### config.mk
export PLATFORM = sky130hd
export DESIGN_NAME = pwrup_seq
export DESIGN_NICKNAME = d
export VERILOG_FILES = /design/src/rtl/pwrup_seq_pkg.sv /design/src/rtl/pwrup_seq_sync.sv /design/src/rtl/pwrup_seq_chain.sv /design/src/rtl/pwrup_seq_evt.sv /design/src/rtl/pwrup_seq.sv
export SDC_FILE = /design/constraint.sdc
export NUM_CORES = 1
export LEC_CHECK = 0
export BUFFER_PORTS_ARGS = -buffer_cell sky130_fd_sc_hd__clkbuf_2
export CORE_AREA = 2 2 53 55
export CTS_BUF_LIST = sky130_fd_sc_hd__clkbuf_16
export DETAILED_ROUTE_END_ITERATION = 16
export DIE_AREA = 0 0 55 57
export PLACE_DENSITY = 0.72
export SYNTH_ARGS = -nofsm -noshare
export SYNTH_HDL_FRONTEND = slang
export SYNTH_SLANG_ARGS = --single-unit
export TNS_END_PERCENT = 10
### constraint.sdc
create_clock -name clk -period 2.9 [get_ports clk]
set_input_delay 0.145 -clock clk [delete_from_list [all_inputs] [get_ports clk]]
set_output_delay 0.145 -clock clk [all_outputs]
set_load 0.005 [all_outputs]
### src/rtl/pwrup_seq_pkg.sv
package pwrup_seq_pkg;

  typedef enum logic [2:0] {
    ST_POR  = 3'd0,
    ST_PWRT = 3'd1,
    ST_OST  = 3'd2,
    ST_PLL  = 3'd3,
    ST_RUN  = 3'd4
  } stage_e;

  localparam logic [1:0] OSC_RC  = 2'd0;
  localparam logic [1:0] OSC_PLL = 2'd2;

  localparam int FLAG_W = 5;
  localparam int FL_BOR = 0;
  localparam int FL_POR = 1;
  localparam int FL_PD  = 2;
  localparam int FL_TO  = 3;
  localparam int FL_RI  = 4;

  localparam logic [FLAG_W-1:0] FLAGS_RST = 5'b11100;
  localparam logic [FLAG_W-1:0] FLAGS_WRM = 5'b10011;

endpackage

### src/rtl/pwrup_seq_sync.sv
module pwrup_seq_sync #(
  parameter int STAGES = 2
) (
  input  logic clk,
  input  logic rst_n,
  input  logic d_i,
  output logic q_o
);

  logic [STAGES-1:0] sh_q;
  logic [STAGES-1:0] sh_n;

  always_comb begin
    sh_n[0] = d_i;
    for (int i = 1; i < STAGES; i++) sh_n[i] = sh_q[i-1];
  end

  always_ff @(posedge clk or negedge rst_n) begin
    if (!rst_n) sh_q <= '0;
    else        sh_q <= sh_n;
  end

  assign q_o = sh_q[STAGES-1];

endmodule

### src/rtl/pwrup_seq_chain.sv
module pwrup_seq_chain
  import pwrup_seq_pkg::*;
#(
  parameter int PWRT_LEN = 2048,
  parameter int OST_LEN  = 1024,
  parameter int PLL_LEN  = 512
) (
  input  logic       clk,
  input  logic       rst_n,
  input  logic       supply_rst_i,
  input  logic       pwrt_en_i,
  input  logic [1:0] osc_mode_i,
  output stage_e     stage_o,
  output logic       osc_en_o
);

  localparam int MAX_A  = (PWRT_LEN > OST_LEN) ? PWRT_LEN : OST_LEN;
  localparam int MAX_L  = (MAX_A > PLL_LEN) ? MAX_A : PLL_LEN;
  localparam int CNT_W  = (MAX_L > 2) ? $clog2(MAX_L) : 1;

  stage_e           stage_q, stage_n;
  logic [CNT_W-1:0] cnt_q, cnt_n;
  logic             upd_en;
  logic             is_rc, is_pll;

  assign is_rc  = (osc_mode_i == OSC_RC);
  assign is_pll = (osc_mode_i == OSC_PLL);

  function automatic logic [CNT_W-1:0] load_of(input stage_e s);
    case (s)
      ST_PWRT: load_of = CNT_W'(PWRT_LEN - 1);
      ST_OST:  load_of = CNT_W'(OST_LEN - 1);
      ST_PLL:  load_of = CNT_W'(PLL_LEN - 1);
      default: load_of = '0;
    endcase
  endfunction

  always_comb begin
    stage_n = stage_q;
    if (supply_rst_i) begin
      stage_n = ST_POR;
    end else begin
      case (stage_q)
        ST_POR:  stage_n = pwrt_en_i ? ST_PWRT : (is_rc ? ST_RUN : ST_OST);
        ST_PWRT: if (cnt_q == '0) stage_n = is_rc ? ST_RUN : ST_OST;
        ST_OST:  if (cnt_q == '0) stage_n = is_pll ? ST_PLL : ST_RUN;
        ST_PLL:  if (cnt_q == '0) stage_n = ST_RUN;
        default: stage_n = ST_RUN;
      endcase
    end
  end

  always_comb begin
    cnt_n = cnt_q;
    if (supply_rst_i)              cnt_n = '0;
    else if (stage_n != stage_q)   cnt_n = load_of(stage_n);
    else if (cnt_q != '0)          cnt_n = cnt_q - 1'b1;
  end

  assign upd_en = supply_rst_i || (stage_n != stage_q) || (cnt_q != '0);

  always_ff @(posedge clk or negedge rst_n) begin
    if (!rst_n) begin
      stage_q <= ST_POR;
      cnt_q   <= '0;
    end else if (upd_en) begin
      stage_q <= stage_n;
      cnt_q   <= cnt_n;
    end
  end

  assign stage_o  = stage_q;
  assign osc_en_o = (stage_q == ST_OST) || (stage_q == ST_PLL) || (stage_q == ST_RUN);

  a_r1_supply_to_idle: assert property (@(posedge clk) disable iff (!rst_n)
    supply_rst_i |=> (stage_q == ST_POR));

  a_r2_pwrt_holds: assert property (@(posedge clk) disable iff (!rst_n)
    (stage_q == ST_PWRT && cnt_q != '0 && !supply_rst_i) |=> (stage_q == ST_PWRT));

  a_r4_no_pll_wait: assert property (@(posedge clk) disable iff (!rst_n)
    (stage_q == ST_OST && cnt_q == '0 && !supply_rst_i && !is_pll) |=> (stage_q == ST_RUN));

  a_r5_rc_direct: assert property (@(posedge clk) disable iff (!rst_n)
    (stage_q == ST_POR && !supply_rst_i && !pwrt_en_i && is_rc) |=> (stage_q == ST_RUN));

endmodule

### src/rtl/pwrup_seq_evt.sv
module pwrup_seq_evt
  import pwrup_seq_pkg::*;
(
  input  logic              clk,
  input  logic              rst_n,
  input  logic              por_i,
  input  logic              bor_i,
  input  logic              sleep_i,
  input  logic              wdt_i,
  input  logic              clrwdt_i,
  input  logic              rsti_i,
  input  logic              sw_wr_i,
  input  logic [FLAG_W-1:0] sw_wdata_i,
  input  logic              run_i,
  output logic [FLAG_W-1:0] flags_o,
  output logic              asleep_o,
  output logic              warm_o
);

  logic [FLAG_W-1:0] flags_q, flags_n, wr_val;
  logic              asleep_q, asleep_n;
  logic              warm_q, warm_n;
  logic              supply;

  assign supply = por_i | bor_i;
  assign wr_val = (flags_q & ~FLAGS_WRM) | (sw_wdata_i & FLAGS_WRM);

  always_comb begin
    flags_n = flags_q;

    if (por_i)        flags_n[FL_RI] = 1'b1;
    else if (rsti_i)  flags_n[FL_RI] = 1'b0;
    else if (sw_wr_i) flags_n[FL_RI] = wr_val[FL_RI];

    if (por_i)        flags_n[FL_POR] = 1'b0;
    else if (sw_wr_i) flags_n[FL_POR] = wr_val[FL_POR];

    if (supply)       flags_n[FL_BOR] = 1'b0;
    else if (sw_wr_i) flags_n[FL_BOR] = wr_val[FL_BOR];

    if (supply)                   flags_n[FL_TO] = 1'b1;
    else if (wdt_i)               flags_n[FL_TO] = 1'b0;
    else if (clrwdt_i || sleep_i) flags_n[FL_TO] = 1'b1;
    else if (sw_wr_i)             flags_n[FL_TO] = wr_val[FL_TO];

    if (supply)        flags_n[FL_PD] = 1'b1;
    else if (wdt_i)    flags_n[FL_PD] = flags_q[FL_PD];
    else if (sleep_i)  flags_n[FL_PD] = 1'b0;
    else if (clrwdt_i) flags_n[FL_PD] = 1'b1;
    else if (sw_wr_i)  flags_n[FL_PD] = wr_val[FL_PD];
  end

  always_comb begin
    asleep_n = asleep_q;
    if (supply || wdt_i) asleep_n = 1'b0;
    else if (sleep_i)    asleep_n = 1'b1;
  end

  assign warm_n = run_i && !supply && (rsti_i || (wdt_i && !asleep_q));

  always_ff @(posedge clk or negedge rst_n) begin
    if (!rst_n) begin
      flags_q  <= FLAGS_RST;
      asleep_q <= 1'b0;
      warm_q   <= 1'b0;
    end else begin
      flags_q  <= flags_n;
      asleep_q <= asleep_n;
      warm_q   <= warm_n;
    end
  end

  assign flags_o  = flags_q;
  assign asleep_o = asleep_q;
  assign warm_o   = warm_q;

  a_r8_por_flags: assert property (@(posedge clk) disable iff (!rst_n)
    por_i |=> (flags_q == FLAGS_RST));

  a_r9_ro_bits: assert property (@(posedge clk) disable iff (!rst_n)
    (sw_wr_i && !supply && !wdt_i && !sleep_i && !clrwdt_i)
    |=> ($stable(flags_q[FL_TO]) && $stable(flags_q[FL_PD])));

  a_r11_wake_quiet: assert property (@(posedge clk) disable iff (!rst_n)
    (asleep_q && wdt_i && !supply) |=> (!asleep_q && !warm_q));

endmodule

### src/rtl/pwrup_seq.sv
module pwrup_seq
  import pwrup_seq_pkg::*;
#(
  parameter int PWRT_LEN  = 2048,
  parameter int OST_LEN   = 1024,
  parameter int PLL_LEN   = 512,
  parameter int SYNC_STGS = 2
) (
  input  logic       clk,
  input  logic       rst_n,
  input  logic       por_i,
  input  logic       bor_i,
  input  logic       mclr_n_i,
  input  logic       pwrt_en_i,
  input  logic [1:0] osc_mode_i,
  input  logic       sleep_i,
  input  logic       wdt_i,
  input  logic       clrwdt_i,
  input  logic       rsti_i,
  input  logic       sw_wr_i,
  input  logic [4:0] sw_wdata_i,
  output logic       core_rst_o,
  output logic       osc_en_o,
  output logic [2:0] stage_o,
  output logic       asleep_o,
  output logic [4:0] flags_o
);

  stage_e stage;
  logic   mclr_s;
  logic   warm;
  logic   run;

  pwrup_seq_sync #(.STAGES(SYNC_STGS)) u_sync (
    .clk   (clk),
    .rst_n (rst_n),
    .d_i   (mclr_n_i),
    .q_o   (mclr_s)
  );

  pwrup_seq_chain #(
    .PWRT_LEN (PWRT_LEN),
    .OST_LEN  (OST_LEN),
    .PLL_LEN  (PLL_LEN)
  ) u_chain (
    .clk          (clk),
    .rst_n        (rst_n),
    .supply_rst_i (por_i | bor_i),
    .pwrt_en_i    (pwrt_en_i),
    .osc_mode_i   (osc_mode_i),
    .stage_o      (stage),
    .osc_en_o     (osc_en_o)
  );

  assign run = (stage == ST_RUN);

  pwrup_seq_evt u_evt (
    .clk        (clk),
    .rst_n      (rst_n),
    .por_i      (por_i),
    .bor_i      (bor_i),
    .sleep_i    (sleep_i),
    .wdt_i      (wdt_i),
    .clrwdt_i   (clrwdt_i),
    .rsti_i     (rsti_i),
    .sw_wr_i    (sw_wr_i),
    .sw_wdata_i (sw_wdata_i),
    .run_i      (run),
    .flags_o    (flags_o),
    .asleep_o   (asleep_o),
    .warm_o     (warm)
  );

  assign core_rst_o = !run || !mclr_s || warm;
  assign stage_o    = stage;

  a_r12_warm_no_rerun: assert property (@(posedge clk) disable iff (!rst_n)
    $rose(warm) |-> run);

  a_r7_mclr_holds: assert property (@(posedge clk) disable iff (!rst_n)
    (run && $fell(mclr_s)) |-> core_rst_o);

  a_r6_release_path: assert property (@(posedge clk) disable iff (!rst_n)
    $fell(core_rst_o) |-> (run && mclr_s));

endmodule

==> results.json <==
{
  "sw_frac_of_total_pct": 40.1,
  "cap_violations": 0,
  "synth.most_common_cell": "dfrtp_1",
  "synth_top_area_cell": "dfrtp_1",
  "crit_buf_inv": 1,
  "syn_inst": 134,
  "drcViolationCount": 0,
  "hold_viol": 0,
  "p_leak_nw": 0.736,
  "seq_power_share_pct": 31.1,
  "core_area_um2": 2620,
  "critPathKind": "reg -> reg",
  "synth_seq_area_share_pct": 44.6,
  "via_per_inst": 5.61,
  "n_antenna_cell": 0,
  "clk_path_buf_depth": 2,
  "place.gp.congestion": 0.822,
  "drt-total-wl_mm": 2.71,
  "cts_buffers": 3,
  "die_y_um": 57,
  "status": "finished clean",
  "ys_top_cells_by_area": "dfrtp_1 (38%), dfstp_2 (6.1%), nor2_1 (4.9%), xnor2_1 (4.0%), mux2i_1 (3.8%)",
  "tightest_slew_ns": 0.561,
  "drtPass1Iterations": 4,
  "cp.arrival_ns": 2.73,
  "cts-root-buf": "clkbuf_16",
  "synth_edf_count": 0,
  "p_int_mw": 0.945,
  "max-vdd-ir-drop_mv": 0.633,
  "grt_pass1_vias": 1092,
  "tns_ns": 0,
  "nNetsFinal": 183,
  "dieArea_um2": 3140,
  "pre_cts_slack_ns": 0.290,
  "htree_levels": 1,
  "slew_violations": 0,
  "p_per_area_nw_per_um2": 1010,
  "yosysUniqueCellTypes": 41,
  "synth_nets": 153,
  "start_util_pct": 49.7,
  "crit_chain": "inv_1 > ha_1 > nor3b_2 > and4b_1 > nand4b_1 > and3_4 > o31ai_4 > a21bo_1",
  "cts_sinks": 23,
  "wl_per_cell_um": 14.0,
  "setup_slack_ns": 0.313,
  "hold_class": "in -> reg",
  "areaGrowthSynthToFinish_pct": 20.2,
  "port_buffers": 26,
  "die_w_um": 55,
  "slowest_delay_ns": 0.42,
  "std_cell_rows": 19,
  "synthArstFlopShare_pct": 100,
  "max_freq_mhz": 387,
  "finalPower_mw": 1.58,
  "cts_tree": "built",
  "critPathRequiredTime_ns": 3.04,
  "critical_path.endpoint_type": "flip-flop",
  "antenna_found_initial": 0,
  "fin_hold_ws_ns": 0.0583,
  "finalClockSkew_ns": 0.00257,
  "grt_remaining_overflow": 0,
  "yosys.area.top_type_share_pct": 38.5,
  "ctsResizeCount": 0,
  "pwr-share-comb_pct": 50.5,
  "crit_path_start_kind": "flip-flop",
  "timing.slew.headroom_pct": 62.6,
  "syn_avg_cell_area_um2": 9.70,
  "setup_violations": 0,
  "synth-main-ff-cell": "dfrtp_1",
  "final_util_pct": 59.8,
  "ant_nets": 0,
  "io_pins": 29,
  "period_needed_ns": 2.59,
  "netlist_area_um2": 1300,
  "first_iter_violations": 19,
  "slowest_stage": "o31ai_4",
  "worstSkewPairLatency_ns": 0.25,
  "synthTopCellsByCount": "dfrtp_1 (20), nor2_1 (17), a21oi_1 (7), nor3_1 (7), o21ai_1 (7)",
  "grt_pass1_wl_mm": 4.54,
  "path_max_fanout": 9,
  "netSwitchingPower_mw": 0.632,
  "finalCritPeriodShare_pct": 89.2,
  "clockPowerShare_pct": 18.4,
  "drive_gt1_share_pct": 25.8,
  "grt_max_degree": 24,
  "clk_pin_slew_ns": 0.06,
  "crit_family": "simple AND/OR/NAND/NOR gates",
  "yosysWarnings": 0,
  "track_usage_pct": 19.8,
  "rsz0062_at_grt": "no",
  "vias": 1089,
  "synth_seq_cells": 23,
  "hpwlAfterDp_mm": 2.11
}
## metal layers
metal  global-route usage (%)  up-vias  part of all wire, %
li1                         -      543                    -
met1                     24.7      508                   44
met2                     33.0       32                   51
met3                     3.93        6                  3.1
met4                     7.67        0                  1.9
met5                        0        -                    0
## flip-flops by register name, indices dropped and copies added (netlist names)
name and count:
u_chain.cnt_q 11, u_evt.flags_o 5, u_chain.stage_o 3, u_sync.sh_q 2
u_evt.asleep_o 1, u_evt.warm_o 1
## repair_timing
item	in CTS	in global routing
hold buffers	2	0
endpoints found under the setup margin	0	0
endpoints found under the hold margin	21	0
buffers inserted	0	0
## cells by family after synthesis
logic type | Yosys count | share of synthesized area (%)
adder cells (fa/ha/maj) | 1 | 0.962
flip-flops | 23 | 44.6
buffers and inverters | 10 | 2.98
AND/OR/NAND/NOR | 51 | 23.5
AO/OA/AOI/OAI | 36 | 18.8
XOR/XNOR | 8 | 5.39
multiplexers | 5 | 3.85
## power by group through the flow
stage / Sequential, mW / Combinational, mW / Clock [mW]
4_1_cts: 0.491 / 0.800 / 0.299
3_3_place_gp: 0.491 / 0.765 / 0
3_5_place_dp: 0.497 / 0.794 / 0
2_1_floorplan: 0.471 / 0.634 / 0
5_1_grt: 0.505 / 0.896 / 0.313
6_report: 0.491 / 0.797 / 0.290
## placed cells by master, fill, tap and decap left out, types with 2 or more instances in the layout
cell / n
o21bai_1: 3
xnor2_1: 6
buf_4: 2
dlygate4sd3_1: 2
o21ai_0: 6
dfstp_2: 3
nor2_1: 17
or3_1: 2
a211oi_1: 2
inv_1: 6
o21ai_1: 7
mux2i_1: 5
nand3_1: 2
nor2b_1: 3
or3_4: 2
clkbuf_16: 3
xor2_1: 2
nand2_1: 5
clkbuf_2: 26
nand2b_1: 2
a21bo_1: 2
dfrtp_1: 20
a21oi_1: 7
nor3_1: 7
nand4b_1: 3
## through the flow
step                instances  cell area (um^2)
finish                    194              1560
global route              194              1560
CTS                       194              1560
detailed placement        188              1460
global placement          188              1460
floorplan                 134              1300
## final cells by class
type	instances	area [um^2]
clock buffers	3	75.1
well taps	31	38.8
multi-input cells	101	682
flip-flops and latches	23	579
fillers	232	1050
clock inverters	1	3.75
inverters	5	18.8
repair buffers	30	165
## worst paths after layout
check	start	to	slack [ns]	cells after the start
worst max-delay path	u_chain.cnt_q[0]	u_chain.cnt_q[0]	0.31	8
worst min-delay path	rsti_i	u_evt.flags_o[4]	0.06	2
worst max register to register	u_chain.cnt_q[0]	u_chain.cnt_q[0]	0.31	8
worst min register to register	u_sync.sh_q[0]	u_sync.sh_q[1]	0.35	0
max in group asynchronous	rst_n	u_evt.flags_o[3]	2.11	2
min in group asynchronous	rst_n	u_evt.asleep_o	0.41	2
Power figures use the tool's default switching activity.
